File: config.mk
export PLATFORM = sky130hd
export DESIGN_NAME = tfr_rx_top
export DESIGN_NICKNAME = d
export VERILOG_FILES = /design/src/rtl/tfr_pkg.sv /design/src/rtl/tfr_sep_run.sv /design/src/rtl/tfr_field_acc.sv /design/src/rtl/tfr_addr_cmp.sv /design/src/rtl/tfr_rx_top.sv
export SDC_FILE = /design/constraint.sdc
export NUM_CORES = 1
export LEC_CHECK = 0
export BUFFER_PORTS_ARGS = -buffer_cell sky130_fd_sc_hd__buf_2
export CORE_MARGIN = 2
export CORE_UTILIZATION = 57
export CTS_CLUSTER_SIZE = 20
export DETAILED_ROUTE_END_ITERATION = 8
export GPL_ROUTABILITY_DRIVEN = 0
export PLACE_DENSITY = 0.82
export REMOVE_ABC_BUFFERS = 1
export SYNTH_ARGS = -nofsm -noshare
export SYNTH_HDL_FRONTEND = slang
export SYNTH_SLANG_ARGS = --single-unit
File: constraint.sdc
create_clock -name clk -period 4.3 [get_ports clk]
set_input_delay 0.215 -clock clk [delete_from_list [all_inputs] [get_ports clk]]
set_output_delay 0.215 -clock clk [all_outputs]
set_load 0.02 [all_outputs]
File: src/rtl/tfr_pkg.sv
package tfr_pkg;
    typedef enum logic [1:0] {
        SYM_ZERO = 2'b00,
        SYM_ONE  = 2'b01,
        SYM_SEP  = 2'b10,
        SYM_RSVD = 2'b11
    } sym_kind_e;

    typedef enum logic [1:0] {
        ST_HUNT = 2'b00,
        ST_ADDR = 2'b01,
        ST_DATA = 2'b10
    } rx_state_e;
endpackage

File: src/rtl/tfr_sep_run.sv
module tfr_sep_run #(
    parameter int RUN_MIN = 2
) (
    input  logic clk,
    input  logic rst_n,
    input  logic sep_hit,
    input  logic bit_hit,
    output logic run_ok
);
    localparam int CW = $clog2(RUN_MIN + 1);

    logic [CW-1:0] cnt_d, cnt_q;

    always_comb begin
        cnt_d = cnt_q;
        if (bit_hit) begin
            cnt_d = '0;
        end else if (sep_hit && (cnt_q < CW'(RUN_MIN))) begin
            cnt_d = cnt_q + CW'(1);
        end
    end

    always_ff @(posedge clk or negedge rst_n) begin
        if (!rst_n) cnt_q <= '0;
        else        cnt_q <= cnt_d;
    end

    assign run_ok = (cnt_q >= CW'(RUN_MIN));


    bit_clears_run_chk: assert property (@(posedge clk) disable iff (!rst_n)
        bit_hit |=> !run_ok);
endmodule

File: src/rtl/tfr_field_acc.sv
module tfr_field_acc #(
    parameter int W = 32
) (
    input  logic                     clk,
    input  logic                     rst_n,
    input  logic                     load,
    input  logic                     shift,
    input  logic                     clear,
    input  logic                     bit_in,
    output logic [W-1:0]             val,
    output logic [$clog2(W+1)-1:0]   len,
    output logic                     full
);
    localparam int LW = $clog2(W + 1);

    logic [W-1:0]  val_d, val_q;
    logic [LW-1:0] len_d, len_q;

    always_comb begin
        val_d = val_q;
        len_d = len_q;
        if (load) begin
            val_d = {{(W-1){1'b0}}, bit_in};
            len_d = LW'(1);
        end else if (shift) begin
            val_d = {val_q[W-2:0], bit_in};
            len_d = len_q + LW'(1);
        end else if (clear) begin
            val_d = '0;
            len_d = '0;
        end
    end

    always_ff @(posedge clk or negedge rst_n) begin
        if (!rst_n) begin
            val_q <= '0;
            len_q <= '0;
        end else begin
            val_q <= val_d;
            len_q <= len_d;
        end
    end

    assign val  = val_q;
    assign len  = len_q;
    assign full = (len_q == LW'(W));


    len_bound_chk: assert property (@(posedge clk) disable iff (!rst_n)
        len_q <= LW'(W));

    shift_grows_chk: assert property (@(posedge clk) disable iff (!rst_n)
        (shift && !load) |=> (len_q == $past(len_q) + LW'(1)));
endmodule

File: src/rtl/tfr_addr_cmp.sv
module tfr_addr_cmp #(
    parameter int W = 32
) (
    input  logic [W-1:0]           rx_val,
    input  logic [$clog2(W+1)-1:0] rx_len,
    input  logic [W-1:0]           ref_val,
    input  logic [$clog2(W+1)-1:0] ref_len,
    output logic                   hit
);
    localparam int LW = $clog2(W + 1);

    logic [W-1:0] keep;

    for (genvar i = 0; i < W; i++) begin : g_keep
        assign keep[i] = (LW'(i) < ref_len);
    end

    assign hit = (rx_len == ref_len) && (rx_val == (ref_val & keep));
endmodule

File: src/rtl/tfr_rx_top.sv
module tfr_rx_top
    import tfr_pkg::*;
#(
    parameter int FIELD_W = 32,
    parameter int SEP_RUN = 2,
    localparam int LW = $clog2(FIELD_W + 1)
) (
    input  logic               clk,
    input  logic               rst_n,
    input  logic               sym_valid,
    input  logic [1:0]         sym_kind,
    input  logic [FIELD_W-1:0] exp_addr,
    input  logic [LW-1:0]      exp_addr_len,
    input  logic [LW-1:0]      exp_data_len,
    output logic               addr_done,
    output logic               addr_match,
    output logic               data_done,
    output logic [FIELD_W-1:0] data_word,
    output logic [LW-1:0]      data_len,
    output logic               frame_err
);
    typedef struct packed {
        rx_state_e          st;
        logic               addr_done;
        logic               addr_match;
        logic               data_done;
        logic [FIELD_W-1:0] word;
        logic [LW-1:0]      dlen;
        logic               err;
    } rx_regs_t;

    rx_regs_t r_d, r_q;

    logic               sep_hit, bit_hit, bit_val;
    logic               run_ok;
    logic               acc_load, acc_shift, acc_clear;
    logic [FIELD_W-1:0] acc_val;
    logic [LW-1:0]      acc_len;
    logic               acc_full;
    logic               addr_hit;

    assign sep_hit = sym_valid && (sym_kind == SYM_SEP);
    assign bit_hit = sym_valid && !sym_kind[1];
    assign bit_val = sym_kind[0];

    tfr_sep_run #(.RUN_MIN(SEP_RUN)) u_run (
        .clk     (clk),
        .rst_n   (rst_n),
        .sep_hit (sep_hit),
        .bit_hit (bit_hit),
        .run_ok  (run_ok)
    );

    tfr_field_acc #(.W(FIELD_W)) u_acc (
        .clk    (clk),
        .rst_n  (rst_n),
        .load   (acc_load),
        .shift  (acc_shift),
        .clear  (acc_clear),
        .bit_in (bit_val),
        .val    (acc_val),
        .len    (acc_len),
        .full   (acc_full)
    );

    tfr_addr_cmp #(.W(FIELD_W)) u_cmp (
        .rx_val  (acc_val),
        .rx_len  (acc_len),
        .ref_val (exp_addr),
        .ref_len (exp_addr_len),
        .hit     (addr_hit)
    );

    always_comb begin
        r_d           = r_q;
        r_d.addr_done = 1'b0;
        r_d.data_done = 1'b0;
        r_d.err       = 1'b0;
        acc_load      = 1'b0;
        acc_shift     = 1'b0;
        acc_clear     = 1'b0;
        unique case (r_q.st)
            ST_HUNT: begin
                if (bit_hit && run_ok) begin
                    acc_load = 1'b1;
                    r_d.st   = ST_ADDR;
                end
            end
            ST_ADDR: begin
                if (bit_hit) begin
                    if (acc_full) begin
                        r_d.err   = 1'b1;
                        acc_clear = 1'b1;
                        r_d.st    = ST_HUNT;
                    end else begin
                        acc_shift = 1'b1;
                    end
                end else if (sep_hit) begin
                    r_d.addr_done  = 1'b1;
                    r_d.addr_match = addr_hit;
                    acc_clear      = 1'b1;
                    r_d.st         = addr_hit ? ST_DATA : ST_HUNT;
                end
            end
            ST_DATA: begin
                if (bit_hit) begin
                    if (acc_full) begin
                        r_d.err   = 1'b1;
                        acc_clear = 1'b1;
                        r_d.st    = ST_HUNT;
                    end else begin
                        acc_shift = 1'b1;
                    end
                end else if (sep_hit) begin
                    if (acc_len == '0) begin
                        r_d.st = ST_HUNT;
                    end else begin
                        r_d.data_done = 1'b1;
                        r_d.word      = acc_val;
                        r_d.dlen      = acc_len;
                        r_d.err       = (exp_data_len != '0) && (acc_len != exp_data_len);
                        acc_clear     = 1'b1;
                    end
                end
            end
            default: r_d.st = ST_HUNT;
        endcase
    end

    always_ff @(posedge clk or negedge rst_n) begin
        if (!rst_n) begin
            r_q <= '{st: ST_HUNT, word: '0, dlen: '0, default: 1'b0};
        end else begin
            r_q <= r_d;
        end
    end

    assign addr_done  = r_q.addr_done;
    assign addr_match = r_q.addr_match;
    assign data_done  = r_q.data_done;
    assign data_word  = r_q.word;
    assign data_len   = r_q.dlen;
    assign frame_err  = r_q.err;


    addr_after_sep_chk: assert property (@(posedge clk) disable iff (!rst_n)
        addr_done |-> $past(sym_valid && (sym_kind == SYM_SEP)));

    data_nonempty_chk: assert property (@(posedge clk) disable iff (!rst_n)
        data_done |-> (data_len != '0));

    err_vs_addr_chk: assert property (@(posedge clk) disable iff (!rst_n)
        frame_err |-> !addr_done);

    idle_quiet_chk: assert property (@(posedge clk) disable iff (!rst_n)
        !sym_valid |=> (!addr_done && !data_done && !frame_err));

    data_held_chk: assert property (@(posedge clk) disable iff (!rst_n)
        !data_done |-> $stable(data_word));
endmodule

==> flow_summary_export.csv <==
group,metric,value,unit
drt,dr_total_vias,4059,
clocking,path_clk_slew,0.08,ns
drt,drc,0,
power_and_ir_drop,clkPwrFrac,33.3,%
sta,relSlewSlack,31.8,%
finish,layout_common_cells,"117 x nand2_1, 89 x buf_2, 84 x dfrtp_1",
die,core,8180,sq um
finish,final_cells,679,
sta,fmaxAchievable,341,MHz
finish,area_growth,8.48,%
drt,wire_per_inst,17.3,microns
sta,setup_ws,1.36,ns
clocking,numClockSinks,84,
power_and_ir_drop,p_sw,608,uW
sta,worst_slew_pin_slew,1.02,ns
sta,period_needed,2.94,ns
global_routing,track_usage,27.4,%
placement,port_buffers,90,
finish,finalNetCount,627,
worst_setup_path,end_kind,"flop",
worst_setup_path,critPathKind,"flop to flop",
power_and_ir_drop,pwr-share-seq,45.5,%
hold_path,hold_path.class,"input port to asynchronous set/reset pin",
worst_setup_path,start_kind,"flop",
placement,place_ws,1.36,ns
global_routing,antenna_found_initial,0,
global_routing,grt_pass1_wl,19.0,mm
global_routing,grt-ovfl-total,0,
die,die-width,95.5,microns
clocking,cts-htree-levels,3,
logic_synthesis,yosysSeqAreaShare,44.1,%
logic_synthesis,async_flop_share,100,%
logic_synthesis,ys_ff_latch,84,
power_and_ir_drop,p_sw_share,30.6,%
status,status,"complete, no violations",
sta,fin_skew,0.00967,ns
clocking,cts_buffers,9,
logic_synthesis,synth_flop_cell,"dfrtp_1",
worst_setup_path,crit_required,4.58,ns
clocking,root_buffer,"clkbuf_8",
drt,drt_iter0_drc,468,
finish,antenna_cells,0,
logic_synthesis,synth.top_cell.area_share,44.1,%
logic_synthesis,synth_area,4770,sq um
clocking,post_cts_buffers,0,
die,start_util,58.3,%
sta,hold_viol_final,0,
sta,setup_violations,0,
drt,wl,11.8,mm
clocking,cts_tree,"done",
clocking,cts.path.max_buffers,2,
sta,post-route-period-util,68.3,%
clocking,ctsHoldBuffers,0,
finish,fill_cells,707,
finish,final_common_cell,"nand2_1",
logic_synthesis,yosys.cell_types.count,65,
placement,dp_hpwl,8.24,mm
power_and_ir_drop,p_leak,0.00259,uW
die,rows,33,
logic_synthesis,avgSynthCellArea,8.89,sq um
sta,fin_tns_setup,0,ns
global_routing,grt_max_degree,85,
power_and_ir_drop,power_frac_comb,21.3,%
finish,multiInputGateArea,2140,sq um
clocking,insertion_delay,0.37,ns
power_and_ir_drop,p_int,1380,uW
logic_synthesis,yosysTopAreaCell,"dfrtp_1",
finish,drive_gt1_share,20.6,%
power_and_ir_drop,power_density,384,nW/um^2
job,max-cap-violations,0,
worst_setup_path,arrival,3.21,ns
die,ios,91,
drt,first_pass_iters,5,
die,die-area,9110,sq um
drt,drt.antenna.violating_nets,0,
drt,viasPerCell,5.98,
global_routing,grt_pass1_vias,3835,
power_and_ir_drop,vdd_ir_drop_max,0.266,mV
worst_setup_path,crit_fanout,53,
sta,final_max_slew_viol_count,0,
logic_synthesis,yosys_warnings,0,
logic_synthesis,netlist_instances,536,
logic_synthesis,synth-edff-count,0,
finish,seq_area,2100,sq um
sta,rsz0062_at_grt,"false",
die,die_height,95.5,microns
clocking,cts_resized,0,
logic_synthesis,synth_area_leaders,"dfrtp_1 44%, nand2_1 9.2%, buf_4 6.0%, o21ai_0 4.8%, a22o_1 4.2%",
placement,placed_cells,665,
==> area by class of cell <==
type                            instances  area share, %
Inverter                               23           1.67
Multi-Input combinational cell        359           41.4
Clock inverter                          5           1.98
Clock buffer                            9           2.40
Sequential cell                        84           40.6
Timing Repair Buffer                   94           9.34
Tap cell                              105           2.54
==> per-stage QoR <==
step / area, sq um / hold slack (ns) / util [%] / power (uW)
finish: 5170 / 0.0210 / 63.3 / 1990
global route: 5170 / 0.124 / 63.3 / 2080
CTS: 5170 / 0.0640 / 63.3 / 1990
detailed placement: 4940 / 0.458 / 60.5 / 1330
global placement: 4940 / 0.444 / 60.5 / 1310
floorplan: 4330 / -0.0806 / - / 1160
==> critical path, stage by stage (launching register included) <==
cell     delay (ns)
dfrtp_1        0.47
inv_1          0.12
ha_1           0.15
nor4b_2        0.32
a21bo_1        0.18
or2_2          0.69
o21ai_1        0.19
a21oi_2        0.21
buf_4          0.27
o21ai_0        0.13
o21ai_0        0.11
==> registers in the layout, indices dropped and copies added, names as in the netlist <==
signal,count
data_done,1
r_q,2
u_acc.val,32
addr_match,1
frame_err,1
data_word,32
data_len,6
u_run.cnt_q,2
addr_done,1
u_acc.len,6
==> kinds of logic (layout without fill, tap and decap cells) <==
family	count (synthesis)	in the layout	share of synthesized area [%]
buffers and inverters	93	131	11.0
AND/OR/NAND/NOR	190	190	18.5
adder cells (fa/ha/maj)	7	7	1.84
AO/OA/AOI/OAI	136	136	19.7
flip-flops	84	84	44.1
XOR/XNOR	26	26	4.78
==> synthesized netlist by cell type (all sizes together) (3+ instances only) <==
| cell type | count |
|---|---|
| nand2 | 117 |
| dfrtp | 84 |
| buf | 54 |
| o21ai | 52 |
| a22o | 23 |
| inv | 22 |
| xnor2 | 17 |
| clkbuf | 16 |
| nor2 | 13 |
| nand3 | 10 |
| xor2 | 9 |
| a21oi | 8 |
| a31oi | 7 |
| ha | 7 |
| and3 | 6 |
| nor3 | 6 |
| nor4 | 6 |
| nand4 | 5 |
| nor2b | 5 |
| nor3b | 5 |
| o21a | 5 |
| or4 | 5 |
| a21o | 4 |
| o22ai | 4 |
| o211ai | 3 |
| or2 | 3 |
==> worst paths after layout <==
check                              from              to  slack [ns]  depth (start not counted)
max in group asynchronous         rst_n  u_run.cnt_q[1]        3.64                          1
min in group clk            sym_kind[0]    u_acc.val[0]        0.12                          2
setup reg to reg           u_acc.len[0]    u_acc.len[2]        1.36                         10
hold reg to reg             data_len[3]     data_len[3]        0.47                          2
hold / removal                    rst_n   data_word[10]        0.02                          1
setup / recovery           u_acc.len[0]    u_acc.len[2]        1.36                         10
==> power groups by stage <==
| stage | Clock [uW] | Sequential, uW | Combinational (uW) |
|---|---|---|---|
| 6_report | 660 | 902 | 422 |
| 5_1_grt | 695 | 913 | 467 |
| 4_1_cts | 667 | 901 | 418 |
| 3_5_place_dp | 0 | 917 | 415 |
| 3_3_place_gp | 0 | 912 | 398 |
| 2_1_floorplan | 0 | 917 | 245 |
==> metal layers <==
metal	GRT usage [%]	up-vias	wire length [microns]
met5	0	-	0
li1	-	1892	-
met3	5.53	42	1090
met1	37.1	1895	4960
met4	11.9	0	393
met2	43.0	230	5320
Note: power is estimated with default switching activity, not from simulation.
